File: config.mk
export PLATFORM = sky130hd
export DESIGN_NAME = scl_rate_gen
export DESIGN_NICKNAME = d
export VERILOG_FILES = /design/src/rtl/sclgen_pkg.sv /design/src/rtl/sclgen_dp.sv /design/src/rtl/sclgen_ctrl.sv /design/src/rtl/scl_rate_gen.sv
export SDC_FILE = /design/constraint.sdc
export NUM_CORES = 1
export LEC_CHECK = 0
export CELL_PAD_IN_SITES_DETAIL_PLACEMENT = 1
export CELL_PAD_IN_SITES_GLOBAL_PLACEMENT = 1
export CORE_ASPECT_RATIO = 1.1
export CORE_MARGIN = 5
export CORE_UTILIZATION = 42
export CTS_CLUSTER_DIAMETER = 200
export DETAILED_ROUTE_END_ITERATION = 10
export PLACE_DENSITY_LB_ADDON = 0.1
export SETUP_SLACK_MARGIN = 0.02
export SYNTH_ARGS = -nofsm -noshare
export SYNTH_HDL_FRONTEND = slang
export SYNTH_SLANG_ARGS = --single-unit
File: constraint.sdc
create_clock -name clk -period 8.4 [get_ports clk]
set_clock_uncertainty 0.05 [all_clocks]
set_input_delay 1.68 -clock clk [delete_from_list [all_inputs] [get_ports clk]]
set_output_delay 1.68 -clock clk [all_outputs]
set_load 0.05 [all_outputs]
File: src/rtl/sclgen_pkg.sv
package sclgen_pkg;

  typedef enum logic [1:0] {
    SPD_STD   = 2'd0,
    SPD_FAST  = 2'd1,
    SPD_HIGH  = 2'd2,
    SPD_FPLUS = 2'd3
  } speedSel_e;

  // strobes from the sequencing control to the counting datapath
  typedef struct packed {
    logic holdIdle;   // peripheral disabled: clear everything
    logic latchCfg;   // capture unit length and phase count (period start)
    logic startUnit;  // restart the unit counter
    logic stepUnit;   // advance the unit counter
    logic armSetup;   // (re)load the setup-delay timer
  } dpStrobe_t;

endpackage

File: src/rtl/sclgen_dp.sv
module sclgen_dp
  import sclgen_pkg::*;
#(
  parameter int CNT_W  = 16,
  parameter int WORD_W = 32
) (
  input  logic              clk,
  input  logic              rstN,
  input  dpStrobe_t         strobe,
  input  logic [1:0]        speedMode,
  input  logic [WORD_W-1:0] divWord,
  input  logic [WORD_W-1:0] setupWord,
  output logic              unitLast,
  output logic [1:0]        lastPhaseIdx,
  output logic              setupDone
);

  localparam logic [CNT_W-1:0] ONE = CNT_W'(1);

  logic [CNT_W-1:0] selCount;
  logic [CNT_W-1:0] unitNext;
  logic [1:0]       phasesNext;
  logic [CNT_W-1:0] unitLen;
  logic [CNT_W-1:0] unitCnt;
  logic [CNT_W-1:0] setupLeft;
  logic             setupBusy;

  // pick the divider half for the selected mode; zero counts as one
  always_comb begin
    if (speedSel_e'(speedMode) == SPD_HIGH)
      selCount = divWord[WORD_W-1 -: CNT_W];
    else
      selCount = divWord[CNT_W-1:0];
    unitNext   = (selCount == '0) ? ONE : selCount;
    phasesNext = (speedSel_e'(speedMode) == SPD_STD) ? 2'd1 : 2'd2;
  end

  always_ff @(posedge clk or negedge rstN) begin
    if (!rstN) begin
      unitLen      <= ONE;
      lastPhaseIdx <= 2'd1;
    end else if (strobe.latchCfg) begin
      unitLen      <= unitNext;
      lastPhaseIdx <= phasesNext;
    end
  end

  always_ff @(posedge clk or negedge rstN) begin
    if (!rstN)                 unitCnt <= '0;
    else if (strobe.holdIdle)  unitCnt <= '0;
    else if (strobe.startUnit) unitCnt <= '0;
    else if (strobe.stepUnit)  unitCnt <= unitCnt + ONE;
  end

  assign unitLast = (unitCnt == unitLen - ONE);

  // setup-delay timer: count + 1 cycles from the arming edge
  always_ff @(posedge clk or negedge rstN) begin
    if (!rstN) begin
      setupLeft <= '0;
      setupBusy <= 1'b0;
      setupDone <= 1'b0;
    end else if (strobe.holdIdle) begin
      setupLeft <= '0;
      setupBusy <= 1'b0;
      setupDone <= 1'b0;
    end else if (strobe.armSetup) begin
      setupLeft <= setupWord[WORD_W-1 -: CNT_W];
      setupBusy <= 1'b1;
      setupDone <= 1'b0;
    end else if (setupBusy && setupLeft == '0) begin
      setupBusy <= 1'b0;
      setupDone <= 1'b1;
    end else begin
      if (setupBusy) setupLeft <= setupLeft - ONE;
      setupDone <= 1'b0;
    end
  end

endmodule

File: src/rtl/sclgen_ctrl.sv
module sclgen_ctrl
  import sclgen_pkg::*;
(
  input  logic       clk,
  input  logic       rstN,
  input  logic       enable,
  input  logic       stretchRelease,
  input  logic       unitLast,
  input  logic [1:0] lastPhaseIdx,
  output dpStrobe_t  strobe,
  output logic       sclLevel,
  output logic       lowTick,
  output logic       highTick
);

  logic       running;
  logic [1:0] phaseIdx;
  logic       atStart;
  logic       periodEnd;

  always_comb begin
    atStart          = enable && !running;
    periodEnd        = running && unitLast && (phaseIdx == lastPhaseIdx);
    strobe.holdIdle  = !enable;
    strobe.latchCfg  = enable && (atStart || periodEnd);
    strobe.startUnit = enable && (atStart || (running && unitLast));
    strobe.stepUnit  = enable && running && !unitLast;
    strobe.armSetup  = enable && stretchRelease;
  end

  always_ff @(posedge clk or negedge rstN) begin
    if (!rstN) begin
      running  <= 1'b0;
      phaseIdx <= 2'd0;
      sclLevel <= 1'b1;
      lowTick  <= 1'b0;
      highTick <= 1'b0;
    end else if (!enable) begin
      running  <= 1'b0;
      phaseIdx <= 2'd0;
      sclLevel <= 1'b1;
      lowTick  <= 1'b0;
      highTick <= 1'b0;
    end else if (!running) begin
      running  <= 1'b1;
      phaseIdx <= 2'd0;
      sclLevel <= 1'b0;
      lowTick  <= 1'b1;
      highTick <= 1'b0;
    end else if (unitLast) begin
      if (phaseIdx == lastPhaseIdx) begin
        phaseIdx <= 2'd0;
        sclLevel <= 1'b0;
        lowTick  <= 1'b1;
        highTick <= 1'b0;
      end else begin
        phaseIdx <= phaseIdx + 2'd1;
        if (phaseIdx + 2'd1 == lastPhaseIdx) begin
          sclLevel <= 1'b1;
          lowTick  <= 1'b0;
          highTick <= 1'b1;
        end else begin
          sclLevel <= 1'b0;
          lowTick  <= 1'b1;
          highTick <= 1'b0;
        end
      end
    end else begin
      lowTick  <= 1'b0;
      highTick <= 1'b0;
    end
  end

endmodule

File: src/rtl/scl_rate_gen.sv
module scl_rate_gen
  import sclgen_pkg::*;
#(
  parameter int CNT_W  = 16,
  parameter int WORD_W = 32
) (
  input  logic              clk,
  input  logic              rstN,
  input  logic              enable,
  input  logic [1:0]        speedMode,
  input  logic [WORD_W-1:0] divWord,
  input  logic [WORD_W-1:0] setupWord,
  input  logic              stretchRelease,
  output logic              sclLevel,
  output logic              lowTick,
  output logic              highTick,
  output logic              setupDone
);

  dpStrobe_t  strobe;
  logic       unitLast;
  logic [1:0] lastPhaseIdx;

  sclgen_ctrl u_ctrl (
    .clk            (clk),
    .rstN           (rstN),
    .enable         (enable),
    .stretchRelease (stretchRelease),
    .unitLast       (unitLast),
    .lastPhaseIdx   (lastPhaseIdx),
    .strobe         (strobe),
    .sclLevel       (sclLevel),
    .lowTick        (lowTick),
    .highTick       (highTick)
  );

  sclgen_dp #(.CNT_W(CNT_W), .WORD_W(WORD_W)) u_dp (
    .clk          (clk),
    .rstN         (rstN),
    .strobe       (strobe),
    .speedMode    (speedMode),
    .divWord      (divWord),
    .setupWord    (setupWord),
    .unitLast     (unitLast),
    .lastPhaseIdx (lastPhaseIdx),
    .setupDone    (setupDone)
  );

endmodule

After elaboration in Yosys (flattened, before gate mapping) --
Index checks and enable logic that the tools add are counted.
Storage, ports and cells: register bits after elaboration 58, latch bits 0, memory bits (writable) 0, ROM bits 0, word-level logic and storage cells 75, memories kept 0
Operators by class: $add $sub $neg 4, multipliers 0, divide/modulo/power cells 0, order comparisons 0, equal/unequal tests 9, shift-type cells 0, muxes and demuxes 34, bitwise logic cells 0, reductions and logical operators 17
Operators by type and width (number):
- $mux 16 | 9
- $logic_not 16->1 | 2
- $sub 16x1->16 const B | 2
- $mux 1 | 20
- $add 16x1->16 const B | 1
- $eq 16x16->1 | 1
- $mux 2 | 5
- $logic_and 1x1->1 | 9
- $ne 3x1->1 const B | 3
- $eq 2x2->1 | 2
- $ne 3x2->1 const B | 1
- $ne 3x3->1 const B | 1
- $add 2x1->2 const B | 1
- $eq 2x2->1 const B | 1
- $logic_not 1->1 | 2
- $logic_not 2->1 | 1
- $logic_or 1x1->1 | 2
- $reduce_and 2->1 | 1

Depth between registers and ports, before layout --
depth in word-level cells 7, mapped depth 10

By module --
Synthesis repeated with hierarchy kept, for this count alone.
Unflattened totals: cell total of the unflattened synthesis 416, area total of the unflattened synthesis 3738.6 um^2
Modules (own cells, without submodules):
- sclgen_dp | times used 1, cells each 382, area each 3428.3 um^2
- sclgen_ctrl | times used 1, cells each 34, area each 310.3 um^2

Worst setup path after synthesis --
No wires, ideal clock.
path kind input to register, start point input port speedMode[1], end point register u_dp.unitLen[10], setup time 0.125 ns, arrival 3.373 ns, setup slack 4.852 ns, cell stages on the path 5, cells stage by stage nor2b_1 > buf_6 > dlygate4sd3_1 > mux2_2 > mux2_4
On the way: longest elaborated chain between the ends 4
Ends and longest elaborated chain:
- start, declared | RTL line scl_rate_gen.sv:10 | input logic [1:0] speedMode,
- $eq 2x2->1 * | RTL line sclgen_dp.sv:30 | if (speedSel_e'(speedMode) == SPD_HIGH)
- $mux 16 * | RTL line sclgen_dp.sv:30
- $logic_not 16->1 | RTL line sclgen_dp.sv:34 | unitNext = (selCount == '0) ? ONE : selCount;
- $mux 16 * | RTL line sclgen_dp.sv:34
- end signal, assigned | RTL line sclgen_dp.sv:43 | unitLen <= unitNext;
- end, declared | RTL line sclgen_dp.sv:23 | logic [CNT_W-1:0] unitLen;
Every way passes the cells marked *; elsewhere a longest branch is shown, timed or not. A chain may end at the register's enable or synchronous reset.

Worst setup path after layout --
start point input port enable, end point register u_dp.unitLen[6]
On the way: longest elaborated chain between the ends 3
Ends and longest elaborated chain:
- start, declared | RTL line scl_rate_gen.sv:9 | input logic enable,
- $logic_and 1x1->1 | RTL line sclgen_ctrl.sv:22 | atStart = enable && !running;
- $logic_or 1x1->1 | RTL line sclgen_ctrl.sv:25 | strobe.latchCfg = enable && (atStart || periodEnd);
- $logic_and 1x1->1 * | RTL line sclgen_ctrl.sv:25
Marked as above.

==> run_results.csv <==
group,metric,value,unit
placed_design,dp_hpwl,6700,um
synth,ys_async_sr_fraction,100,%
routing,antenna_left,0,
synth,synth-edff-count,0,
clock_tree,clock-sinks,58,
timing,setup_tns,0,ns
placed_design,pre_cts_ws,4.14,ns
clock_tree,cts_hold_buf,0,
timing,slew_viol_final,0,
clock_tree,cts.repair.resized,0,
synth,synth.net_count,437,
status,status,"completed",
setup_path,critPathMaxFanout,18,
floorplan,die_w,97.8,um
floorplan,start_util,42.8,%
floorplan,boundaryPins,74,
setup_path,start_kind,"primary input",
floorplan,dieHeight,107,um
min_path,hold_class,"register to register",
setup_path,crit_path_end_kind,"register",
timing,rsz0062_at_grt,"no",
timing,fmax,257,MHz
global_route,gr-usage-all-layers,18.4,%
clock_tree,cts_tree,"built",
routing,wl_per_cell,16.5,um
synth,ys.warnings.count,0,
power,p_leak,0.00169,uW
routing,drt_iter0_drc,73,
timing,holdWs,0.481,ns
synth,ys_types,54,
power,p_per_area,163,nW/um2
clock_tree,clk_pin_slew,0.06,ns
global_route,antenna_found_initial,0,
final_layout,drive_gt1_share,13.4,%
final_layout,nFillCells,969,
routing,dr_wl_met3,359,um
timing,setup_viol,0,
routing,vias,2896,
timing,post-route-min-period,3.89,ns
global_route,overflow,0,
setup_path,critPathKind,"primary input to register",
power,peakVddDrop,0.0824,mV
final_layout,area_delta_synth_final,22.6,%
timing,hold_viol,0,
routing,routed_wl,8840,um
routing,drc,0,
timing,worstMarginPinSlew,1.02,ns
routing,wl_met1,3790,um
final_layout,nNetsFinal,494,
run,cap_violations,0,
setup_path,required,8.57,ns
routing,top_layer,"met4",
placed_design,gp_congestion,0.809,
clock_tree,htreeDepth,3,
synth,ys_ff_latch,58,
placed_design,portBuffers,57,
clock_tree,clk_path_buf_depth,2,
routing,viasPerCell,5.39,
final_layout,antenna_cells,0,
global_route,grt_max_degree,59,
global_route,grt_pass1_vias,3171,
floorplan,die_area,10400,um2
synth,synthFlopType,"dfrtp_1",
clock_tree,cts_setup_buffers,0,
floorplan,std_cell_rows,35,
floorplan,fp.coreArea,8320,um2
placed_design,placedCellCount,521,
final_layout,multi_input_area,1970,um2
routing,drtPass1Iterations,4,
timing,post-route-period-util,46.3,%
clock_tree,cts_buffers,9,
synth,synth_sequential_area_ratio,40.9,%
clock_tree,cts-root-buf,"clkbuf_8",
clock_tree,clkLatencyLatePin,0.34,ns
setup_path,cp.arrival,4.06,ns
final_layout,stdcell_count,537,
synth,avgSynthCellArea,9.78,um2
synth,syn-cell-area,3560,um2
timing,fin_ws,4.51,ns
synth,syn_inst,364,
global_route,grt_pass1_wl,15500,um
timing,relSlewSlack,31.9,%
final_layout,seqCellArea,1460,um2
routing,dr_wl_met2,4610,um
[logic make-up after synthesis]
logic type,share of synthesized area (%)
AND/OR/NAND/NOR,20.2
adder cells (fa/ha/maj),1.05
flip-flops,40.9
buffers and inverters,3.83
multiplexers,12.5
AO/OA/AOI/OAI,9.98
XOR/XNOR,11.6
[power by group]
part           total [uW]  leakage, uW  switching, uW  internal, uW
registers             337     0.000740           34.6           303
clock network         225    0.0000851            111           113
logic                 151     0.000862           72.0          79.0
total                 713      0.00169            218           495
[sequential cells by signal, summed over array words and instances, names as in the netlist, 2 cells and up]
name	count
u_dp.setupLeft	16
u_dp.unitCnt	16
u_dp.unitLen	16
u_ctrl.phaseIdx	2
u_dp.lastPhaseIdx	2
[final cells by class]
class	instances	area share, %
multi-input cells	280	45.1
flip-flops and latches	58	33.4
repair buffers	59	13.3
clock buffers	11	3.24
well taps	111	3.18
inverters	13	1.12
clock inverters	5	0.688
[cell usage after synthesis (2+ instances only)]
| cell type | number | share of area [%] |
|---|---|---|
| or3_1 | 3 | 0.53 |
| a211oi_1 | 3 | 0.63 |
| mux2_2 | 19 | 6.0 |
| a21oi_1 | 17 | 2.4 |
| and2_1 | 2 | 0.35 |
| or4_1 | 2 | 0.42 |
| o211ai_1 | 2 | 0.42 |
| dfrtp_1 | 55 | 39 |
| xnor2_1 | 28 | 6.9 |
| buf_6 | 2 | 0.63 |
| nand4_1 | 6 | 1.1 |
| nor3_1 | 11 | 1.5 |
| nand2_1 | 23 | 2.4 |
| mux2i_1 | 17 | 4.8 |
| o21ai_0 | 19 | 2.7 |
| mux2_4 | 4 | 1.7 |
| or2_2 | 3 | 0.53 |
| nor2_1 | 36 | 3.8 |
| ha_1 | 3 | 1.1 |
| xor2_1 | 19 | 4.7 |
| nand3b_1 | 2 | 0.42 |
| clkbuf_1 | 7 | 0.74 |
| nand3_1 | 14 | 2.0 |
| nor2b_1 | 4 | 0.70 |
| and3_1 | 2 | 0.35 |
| a31oi_1 | 3 | 0.53 |
| inv_1 | 13 | 1.4 |
| nand2b_1 | 2 | 0.35 |
| nand4b_1 | 2 | 0.49 |
| dfstp_2 | 3 | 2.2 |
| nor4_1 | 15 | 2.6 |
[layout by cell type, fill, tap and decap left out, types with 4 or more instances in the layout]
| cell | netlist | layout |
|---|---|---|
| nor3_1 | 11 | 11 |
| nand2_1 | 23 | 23 |
| nand3_1 | 14 | 14 |
| xnor2_1 | 28 | 28 |
| dfrtp_1 | 55 | 55 |
| mux2_4 | 4 | 4 |
| nor4_1 | 15 | 15 |
| o21ai_0 | 19 | 19 |
| inv_1 | 13 | 13 |
| nand4_1 | 6 | 6 |
| xor2_1 | 19 | 19 |
| a21oi_1 | 17 | 17 |
| clkbuf_8 | 0 | 10 |
| nor2b_1 | 4 | 4 |
| mux2_2 | 19 | 19 |
| mux2i_1 | 17 | 17 |
| clkdlybuf4s50_1 | 0 | 56 |
| nor2_1 | 36 | 36 |
[worst max-delay path: stages]
cell,delay [ns]
clkdlybuf4s50_1,0.83
o211ai_1,0.24
o32ai_4,0.87
mux2_2,0.43
[worst paths after layout]
kind | start | end | slack [ns] | depth (start not counted)
hold reg to reg | u_ctrl.sclLevel$_DFFE_PN1P_ | u_ctrl.sclLevel$_DFFE_PN1P_ | 0.48 | 2
min in group asynchronous | rstN | u_dp.setupLeft[9]$_DFFE_PN0P_ | 1.41 | 2
max in group asynchronous | rstN | u_dp.setupLeft[4]$_DFFE_PN0P_ | 6.36 | 2
setup reg to reg | u_dp.unitLen[1]$_DFFE_PN0P_ | u_dp.unitLen[6]$_DFFE_PN0P_ | 4.83 | 9
hold / removal | u_ctrl.sclLevel$_DFFE_PN1P_ | u_ctrl.sclLevel$_DFFE_PN1P_ | 0.48 | 2
setup / recovery | enable | u_dp.unitLen[6]$_DFFE_PN0P_ | 4.51 | 4
[per-stage QoR]
step / cell area, um2 / power [uW] / util (%)
after floorplan: 3560 / 433 / -
after global placement: 4190 / 487 / 50.4
after detailed placement: 4190 / 494 / 50.4
final: 4360 / 713 / 52.4
after global routing: 4360 / 757 / 52.4
after CTS: 4360 / 723 / 52.4
[metal layers]
metal	up-vias	track usage (%)
li1	1412	-
met1	1414	21.1
met2	64	33.5
met3	6	5.31
met4	0	4.45
met5	-	0
Power figures use the tool's default switching activity.
